===== config.mk =====
export PLATFORM = sky130hd
export DESIGN_NAME = burst_sram
export DESIGN_NICKNAME = d
export VERILOG_FILES = /design/src/rtl/burst_sram_pkg.sv /design/src/rtl/burst_seq.sv /design/src/rtl/burst_io_stage.sv /design/src/rtl/burst_array.sv /design/src/rtl/burst_sram.sv
export SDC_FILE = /design/constraint.sdc
export NUM_CORES = 2
export LEC_CHECK = 0
export CAP_MARGIN = 25
export CORE_UTILIZATION = 55
export CTS_CLUSTER_SIZE = 25
export DETAILED_ROUTE_END_ITERATION = 8
export PLACE_DENSITY = 0.71
export SYNTH_ARGS = -nofsm -noshare
export SYNTH_HDL_FRONTEND = slang
export SYNTH_HIERARCHICAL = 1
export SYNTH_SLANG_ARGS = --single-unit

===== constraint.sdc =====
create_clock -name clk -period 5.3 [get_ports clk]
set_input_delay 1.06 -clock clk [delete_from_list [all_inputs] [get_ports clk]]
set_output_delay 1.06 -clock clk [all_outputs]
set_load 0.02 [all_outputs]

===== src/rtl/burst_sram_pkg.sv =====
`timescale 1ns/1ps
package burst_sram_pkg;

    // Number of address bits walked by the burst counter (4-beat burst).
    localparam int unsigned BURST_BITS = 2;

    typedef enum logic {
        ORDER_LINEAR      = 1'b0,
        ORDER_INTERLEAVED = 1'b1
    } burst_order_e;

    // Low address bits of a beat, given the start offset and beat index.
    function automatic logic [BURST_BITS-1:0] burst_offset(
        input logic [BURST_BITS-1:0] start,
        input logic [BURST_BITS-1:0] beat,
        input burst_order_e          order
    );
        if (order == ORDER_INTERLEAVED) begin
            return start ^ beat;
        end
        return start + beat;
    endfunction

endpackage


===== src/rtl/burst_seq.sv =====
`timescale 1ns/1ps
module burst_seq
    import burst_sram_pkg::*;
#(
    parameter int unsigned ADDR_W = 8
) (
    input  logic              clk,
    input  logic              rst_n,
    input  logic [ADDR_W-1:0] addr_i,
    input  logic              load_n_i,
    input  logic              write_n_i,
    input  logic              order_i,
    output logic              beat_go_o,
    output logic              beat_wr_o,
    output logic [ADDR_W-1:0] beat_addr_o
);

    localparam int unsigned BB = BURST_BITS;

    typedef struct packed {
        logic [ADDR_W-1:0] addr;
        logic [BB-1:0]     start_lo;
        logic [BB-1:0]     beat;
        logic              active;
        logic              write;
        burst_order_e      order;
    } seq_state_t;

    seq_state_t seq_d, seq_q;
    logic [BB-1:0] beat_nxt;
    logic          beat_last;

    assign beat_nxt  = seq_q.beat + {{(BB-1){1'b0}}, 1'b1};
    assign beat_last = (seq_q.beat == {BB{1'b1}});

    always_comb begin
        seq_d = seq_q;
        if (!load_n_i) begin
            // Load edge: latch address and control, no beat this edge.
            seq_d.addr     = addr_i;
            seq_d.start_lo = addr_i[BB-1:0];
            seq_d.beat     = '0;
            seq_d.active   = 1'b1;
            seq_d.write    = ~write_n_i;
            seq_d.order    = burst_order_e'(order_i);
        end else if (seq_q.active) begin
            // Beat edge: address register steps to the next beat.
            seq_d.beat = beat_nxt;
            seq_d.addr = {seq_q.addr[ADDR_W-1:BB],
                          burst_offset(seq_q.start_lo, beat_nxt, seq_q.order)};
            if (beat_last) begin
                seq_d.active = 1'b0;
            end
        end
    end

    always_ff @(posedge clk or negedge rst_n) begin
        if (!rst_n) begin
            seq_q <= '0;
        end else begin
            seq_q <= seq_d;
        end
    end

    assign beat_go_o   = seq_q.active & load_n_i;
    assign beat_wr_o   = seq_q.write;
    assign beat_addr_o = seq_q.addr;

    // a load edge leaves the counter at beat 0 of an active burst.
    assert_load_starts_R2: assert property (@(posedge clk) disable iff (!rst_n)
        (!load_n_i) |=> (seq_q.active && seq_q.beat == '0));

    // the fourth beat closes the burst.
    assert_burst_end_R2: assert property (@(posedge clk) disable iff (!rst_n)
        (seq_q.active && load_n_i && beat_last) |=> !seq_q.active);

    // upper address bits stay put while the burst advances.
    assert_upper_fixed_R3: assert property (@(posedge clk) disable iff (!rst_n)
        (seq_q.active && load_n_i)
        |=> (seq_q.addr[ADDR_W-1:BB] == $past(seq_q.addr[ADDR_W-1:BB])));

    // linear order steps the low bits by one each beat.
    assert_linear_step_R3: assert property (@(posedge clk) disable iff (!rst_n)
        (seq_q.active && load_n_i && !beat_last && seq_q.order == ORDER_LINEAR)
        |=> (seq_q.addr[BB-1:0] == $past(seq_q.addr[BB-1:0]) + {{(BB-1){1'b0}}, 1'b1}));

    // interleaved order flips exactly the bits that the beat count flips.
    assert_interleave_step_R4: assert property (@(posedge clk) disable iff (!rst_n)
        (seq_q.active && load_n_i && !beat_last && seq_q.order == ORDER_INTERLEAVED)
        |=> ((seq_q.addr[BB-1:0] ^ $past(seq_q.addr[BB-1:0])) == $past(seq_q.beat ^ beat_nxt)));

    // the latched order does not move during a burst.
    assert_order_held_R10: assert property (@(posedge clk) disable iff (!rst_n)
        (seq_q.active && load_n_i) |=> (seq_q.order == $past(seq_q.order)));

endmodule


===== src/rtl/burst_io_stage.sv =====
`timescale 1ns/1ps
module burst_io_stage #(
    parameter int unsigned ADDR_W = 8,
    parameter int unsigned DATA_W = 16
) (
    input  logic              clk,
    input  logic              rst_n,
    input  logic              beat_go_i,
    input  logic              beat_wr_i,
    input  logic [ADDR_W-1:0] beat_addr_i,
    input  logic [DATA_W-1:0] wdata_i,
    input  logic [DATA_W-1:0] array_rdata_i,
    output logic              wr_en_o,
    output logic [ADDR_W-1:0] wr_addr_o,
    output logic [DATA_W-1:0] wr_data_o,
    output logic [DATA_W-1:0] rdata_o,
    output logic              oe_o
);

    typedef struct packed {
        logic [DATA_W-1:0] in_data;
        logic [ADDR_W-1:0] waddr;
        logic              wpend;
        logic [DATA_W-1:0] dout;
        logic              oe;
    } io_state_t;

    io_state_t io_d, io_q;
    logic      rd_beat;
    logic      wr_beat;

    assign rd_beat = beat_go_i & ~beat_wr_i;
    assign wr_beat = beat_go_i &  beat_wr_i;

    always_comb begin
        io_d       = io_q;
        io_d.wpend = wr_beat;
        io_d.oe    = rd_beat;
        if (wr_beat) begin
            io_d.in_data = wdata_i;
            io_d.waddr   = beat_addr_i;
        end
        if (rd_beat) begin
            io_d.dout = array_rdata_i;
        end
    end

    always_ff @(posedge clk or negedge rst_n) begin
        if (!rst_n) begin
            io_q <= '0;
        end else begin
            io_q <= io_d;
        end
    end

    assign wr_en_o   = io_q.wpend;
    assign wr_addr_o = io_q.waddr;
    assign wr_data_o = io_q.in_data;
    assign rdata_o   = io_q.dout;
    assign oe_o      = io_q.oe;

    // the bus is driven only in the cycle after a read beat.
    assert_oe_after_read_R6: assert property (@(posedge clk) disable iff (!rst_n)
        oe_o |-> $past(beat_go_i && !beat_wr_i));

    // a pending commit always stems from a write beat one edge earlier.
    assert_commit_from_write_R5: assert property (@(posedge clk) disable iff (!rst_n)
        wr_en_o |-> $past(beat_go_i && beat_wr_i));

    // without a read beat the output register keeps its word.
    assert_hold_output_R7: assert property (@(posedge clk) disable iff (!rst_n)
        !(beat_go_i && !beat_wr_i) |=> $stable(rdata_o));

endmodule


===== src/rtl/burst_array.sv =====
`timescale 1ns/1ps
module burst_array #(
    parameter int unsigned ADDR_W = 8,
    parameter int unsigned DATA_W = 16
) (
    input  logic              clk,
    input  logic              wr_en_i,
    input  logic [ADDR_W-1:0] wr_addr_i,
    input  logic [DATA_W-1:0] wr_data_i,
    input  logic [ADDR_W-1:0] rd_addr_i,
    output logic [DATA_W-1:0] rd_data_o
);

    localparam int unsigned DEPTH = 1 << ADDR_W;

    logic [DATA_W-1:0] mem_q [DEPTH];

    always_ff @(posedge clk) begin
        if (wr_en_i) begin
            mem_q[wr_addr_i] <= wr_data_i;
        end
    end

    assign rd_data_o = mem_q[rd_addr_i];

endmodule


===== src/rtl/burst_sram.sv =====
`timescale 1ns/1ps
module burst_sram #(
    parameter int unsigned ADDR_W = 8,
    parameter int unsigned DATA_W = 16
) (
    input  logic              clk,
    input  logic              rst_n,
    input  logic [ADDR_W-1:0] addr_i,
    input  logic              load_n_i,
    input  logic              write_n_i,
    input  logic              order_i,
    input  logic [DATA_W-1:0] wdata_i,
    output logic [DATA_W-1:0] rdata_o,
    output logic              rdata_oe_o
);

    logic              beat_go;
    logic              beat_wr;
    logic [ADDR_W-1:0] beat_addr;
    logic [DATA_W-1:0] array_rdata;
    logic              commit_en;
    logic [ADDR_W-1:0] commit_addr;
    logic [DATA_W-1:0] commit_data;

    burst_seq #(.ADDR_W(ADDR_W)) u_seq (
        .clk         (clk),
        .rst_n       (rst_n),
        .addr_i      (addr_i),
        .load_n_i    (load_n_i),
        .write_n_i   (write_n_i),
        .order_i     (order_i),
        .beat_go_o   (beat_go),
        .beat_wr_o   (beat_wr),
        .beat_addr_o (beat_addr)
    );

    burst_io_stage #(.ADDR_W(ADDR_W), .DATA_W(DATA_W)) u_io (
        .clk           (clk),
        .rst_n         (rst_n),
        .beat_go_i     (beat_go),
        .beat_wr_i     (beat_wr),
        .beat_addr_i   (beat_addr),
        .wdata_i       (wdata_i),
        .array_rdata_i (array_rdata),
        .wr_en_o       (commit_en),
        .wr_addr_o     (commit_addr),
        .wr_data_o     (commit_data),
        .rdata_o       (rdata_o),
        .oe_o          (rdata_oe_o)
    );

    burst_array #(.ADDR_W(ADDR_W), .DATA_W(DATA_W)) u_array (
        .clk       (clk),
        .wr_en_i   (commit_en),
        .wr_addr_i (commit_addr),
        .wr_data_i (commit_data),
        .rd_addr_i (beat_addr),
        .rd_data_o (array_rdata)
    );

    // a load edge never produces a read beat on the bus.
    assert_load_no_beat_R8: assert property (@(posedge clk) disable iff (!rst_n)
        (!load_n_i) |=> !rdata_oe_o);

    // a write may be loaded only while the bus is released.
    assert_turnaround_R9: assert property (@(posedge clk) disable iff (!rst_n)
        (!load_n_i && !write_n_i) |-> !rdata_oe_o);

    // reset state of the output stage.
    always_comb begin
        if (!rst_n) begin
            assert_reset_idle_R1: assert (rdata_oe_o == 1'b0 && rdata_o == '0);
        end
    end

endmodule


==> flow_metrics.py <==
metrics = {
    "global_route": {
        "first_global_vias": 79900,
        "grt_max_degree": 207,
        "grt_pass1_wl_mm": 587,
        "met3_usage": 0.0637,
        "track_usage": 0.281,
        "busiest_layer": "met2",
        "use_met2": 0.430,
        "antenna_found_initial": 13,
        "grtUsageMet1": 0.394,
        "grt-ovfl-total": 0,
    },
    "placement": {
        "gp_congestion": 0.932,
        "portBuffers": 45,
        "placed_cells": 11500,
        "hpwl_mm": 240,
        "pre_cts_ws_ns": 0.0639,
    },
    "clock_tree": {
        "clk_pin_slew_ns": 0.06,
        "root_buffer": "clkbuf_16",
        "cts_tree": "yes",
        "numCtsBuffers": 406,
        "clock_sinks": 4153,
        "clk_latency_ns": 0.98,
        "htree_num_levels": 5,
        "clockBufferDepth": 4,
    },
    "worst_setup_path": {
        "worst-path-buf-inv": 2,
        "cp.arrival_ns": 6.33,
        "cp_max_fo": 44,
        "cp-end-kind": "register",
        "crit_slowest_cell": "nor4_1",
        "cp.required_ns": 6.19,
        "start_kind": "register",
        "path_cells": "or2_4, buf_12, buf_12, o221ai_1, o22ai_1, a21oi_1, nand4_1, nor4_1, mux2_2",
        "cp_top_family": "simple AND/OR/NAND/NOR gates",
        "crit_type": "reg -> reg",
        "regToRegSetupSlack_ns": -0.14,
        "critPathMostFrequentCell": "buf_12",
        "cpPeakStageDelay_ns": 1.19,
    },
    "power": {
        "seqPwrFrac": 0.492,
        "swShare": 0.257,
        "power_frac_comb": 0.144,
        "leakagePower_nw": 58.4,
        "p_clk_frac": 0.363,
        "p_per_area_nw_per_um2": 440,
        "vdd_drop_max_v": 0.000433,
        "p_sw_mw": 20.6,
        "p_int_mw": 59.4,
    },
    "detailed_routing": {
        "drt_iter0_drc": 11700,
        "wl_mm": 413,
        "postRouteAntennaNets": 0,
        "drc": 0,
        "wl_per_cell_um": 33.8,
        "avgViaCountPerCell": 6.68,
        "vias": 81500,
        "first_pass_iters": 7,
    },
    "timing": {
        "period_needed_ns": 5.44,
        "max_freq_ghz": 0.184,
        "finalSetupTns_ns": -0.140,
        "rsz0062_at_grt": "no",
        "fin_ws_ns": -0.140,
        "slew_headroom": -0.153,
        "clock_skew_ns": 0.0930,
        "report.final.slew_viol_count": 95,
        "whs_ns": 0.497,
        "period_share": 1.03,
        "worstMarginPinSlew_ns": 1.73,
        "setup_viol": 1,
        "timing.final.hold_violations": 0,
    },
    "final_layout": {
        "stdcell_count": 12200,
        "area.sequential_um2": 125000,
        "synthToLayoutAreaGrowth_pct": 13.1,
        "nFillCells": 19200,
        "multi_input_area_um2": 33800,
        "fin_nets": 8000,
        "drive_above_1_share": 0.257,
    },
    "synthesis": {
        "syn-cell-area_um2": 161000,
        "avgSynthCellArea_um2": 21.5,
        "async_flop_share": 0.0137,
        "synth_top_area_share": 0.765,
        "ys_top_cells_by_area": "edfxtp_1 77%, mux4_2 11%, mux2i_1 3.5%, o221ai_1 1.4%, dfrtp_1 0.89%",
        "yosysTopAreaCell": "edfxtp_1",
        "yosysMostFrequentCell": "edfxtp_1",
        "yosysSeqAreaShare": 0.774,
        "syn-instance-count": 7491,
        "syn_nets": 7522,
        "ys_types": 58,
        "netlist_top_cells_count": "4096 x edfxtp_1, 797 x mux4_2, 567 x mux2i_1",
        "synth_warnings": 6,
        "synth_edf_count": 4096,
        "synthFlopType": "edfxtp_1",
        "ys_ff_latch": 4153,
    },
    "floorplanning": {
        "design.die.area_um2": 294000,
        "num_rows": 198,
        "die_x_um": 543,
        "core-area_um2": 291000,
        "initial_utilization": 0.553,
        "die_h_um": 543,
        "boundaryPins": 46,
    },
    "outcome": {
        "status": "complete, but fails checks",
        "failed_checks": "slew limit, setup timing",
    },
    "flow_run": {
        "max-cap-violations": 0,
    },
    "hold_path": {
        "min_path_type": "in -> async",
    },
}
-- final timing paths --
path,start,endpoint,cells past startpoint
worst max-delay path,u_seq/beat_addr_o[1],u_io/rdata_o[2],9
worst min-delay path,rst_n,u_io/wr_data_o[11],2
worst max register to register,u_seq/beat_addr_o[1],u_io/rdata_o[2],9
worst min register to register,u_seq/seq_q[6],u_seq/seq_q[6],2
max in group asynchronous,rst_n,u_seq/beat_addr_o[0],3
min in group clk,u_seq/seq_q[6],u_seq/seq_q[6],2
-- through the flow --
| stage | utilization | area, um2 | total power, mW |
|---|---|---|---|
| floorplan | - | 161000 | 47.4 |
| global placement | 0.577 | 168000 | 51.1 |
| detailed placement | 0.578 | 168000 | 51.5 |
| CTS | 0.624 | 182000 | 80.2 |
| global route | 0.625 | 182000 | 82.0 |
| finish | 0.625 | 182000 | 80.0 |
-- kinds of logic (layout without fill, tap and decap cells) --
kind of cell / count (synthesis) / count (layout) / share of synthesized area
compound gates: 790 / 790 / 0.0351
other cells: 0 / 8 / 0
mux: 1500 / 1500 / 0.157
flops: 4153 / 4153 / 0.774
xor+xnor: 3 / 3 / 0.000164
fa+ha+maj: 2 / 2 / 0.000156
simple gates: 569 / 569 / 0.0160
buf+inv: 474 / 1287 / 0.0176
-- worst register-to-register path, stage by stage (launching register included) --
cell and delay, ns:
dfrtp_4 0.73, or2_4 0.61, buf_12 0.39, buf_12 0.20, o221ai_1 0.33, o22ai_1 0.14
a21oi_1 0.74, nand4_1 0.69, nor4_1 1.19, mux2_2 0.33
-- power groups by stage --
stage,Sequential (mW),Combinational (mW),Clock [mW]
global placement,40.0,11.1,0
global route,39.4,12.0,30.6
detailed placement,40.1,11.4,0
finish,39.4,11.5,29.1
CTS,39.4,11.4,29.4
floorplan,40.9,6.43,0
-- registers in the layout, summed over array words and instances, names as in the netlist --
name / cells
u_array/mem_q: 4096
u_io/oe_o: 1
u_io/rdata_o: 16
u_io/wr_addr_o: 8
u_io/wr_data_o: 16
u_io/wr_en_o: 1
u_seq/beat_addr_o: 8
u_seq/beat_wr_o: 1
u_seq/seq_q: 6
-- routing by layer --
metal | vias to the layer above | part of all wire | routed length (um)
met3 | 831 | 0.12 | 48700
met2 | 5226 | 0.46 | 191000
met4 | 4 | 0.048 | 19900
met1 | 42800 | 0.37 | 153000
li1 | 32700 | - | -
met5 | - | 0.000077 | 32
-- layout make-up --
type / instances / area share
clock buffer: 491 / 0.0583
multi-input combinational: 2864 / 0.186
antenna: 8 / 0.000110
timing repair buffer: 537 / 0.0279
tap: 3900 / 0.0268
clock inverter: 252 / 0.0161
inverter: 7 / 0.000213
sequential: 4153 / 0.685
-- timing repair --
action / in CTS / in global routing
gates resized for setup: 0 / 0
endpoints found under the hold margin: 16 / 0
hold buffers: 1 / 0
buffers inserted: 0 / 0
endpoints found under the setup margin: 0 / 0
-- cell usage in the layout, fill, tap and decap left out, types with 32 or more instances in the layout --
| cell type | count |
|---|---|
| a21oi_1 | 176 |
| a22o_1 | 32 |
| a22oi_1 | 43 |
| buf_12 | 57 |
| buf_4 | 414 |
| bufinv_16 | 50 |
| clkbuf_1 | 74 |
| clkbuf_16 | 408 |
| clkdlybuf4s50_1 | 44 |
| clkinv_1 | 81 |
| clkinv_2 | 79 |
| dfrtp_1 | 36 |
| edfxtp_1 | 4096 |
| mux2_2 | 124 |
| mux2i_1 | 567 |
| mux4_2 | 797 |
| nand2_1 | 42 |
| nor2_1 | 240 |
| nor2_2 | 65 |
| nor3_1 | 80 |
| o21ai_0 | 39 |
| o221ai_1 | 252 |
| o22ai_1 | 148 |
(Power assumes the default switching activity.)
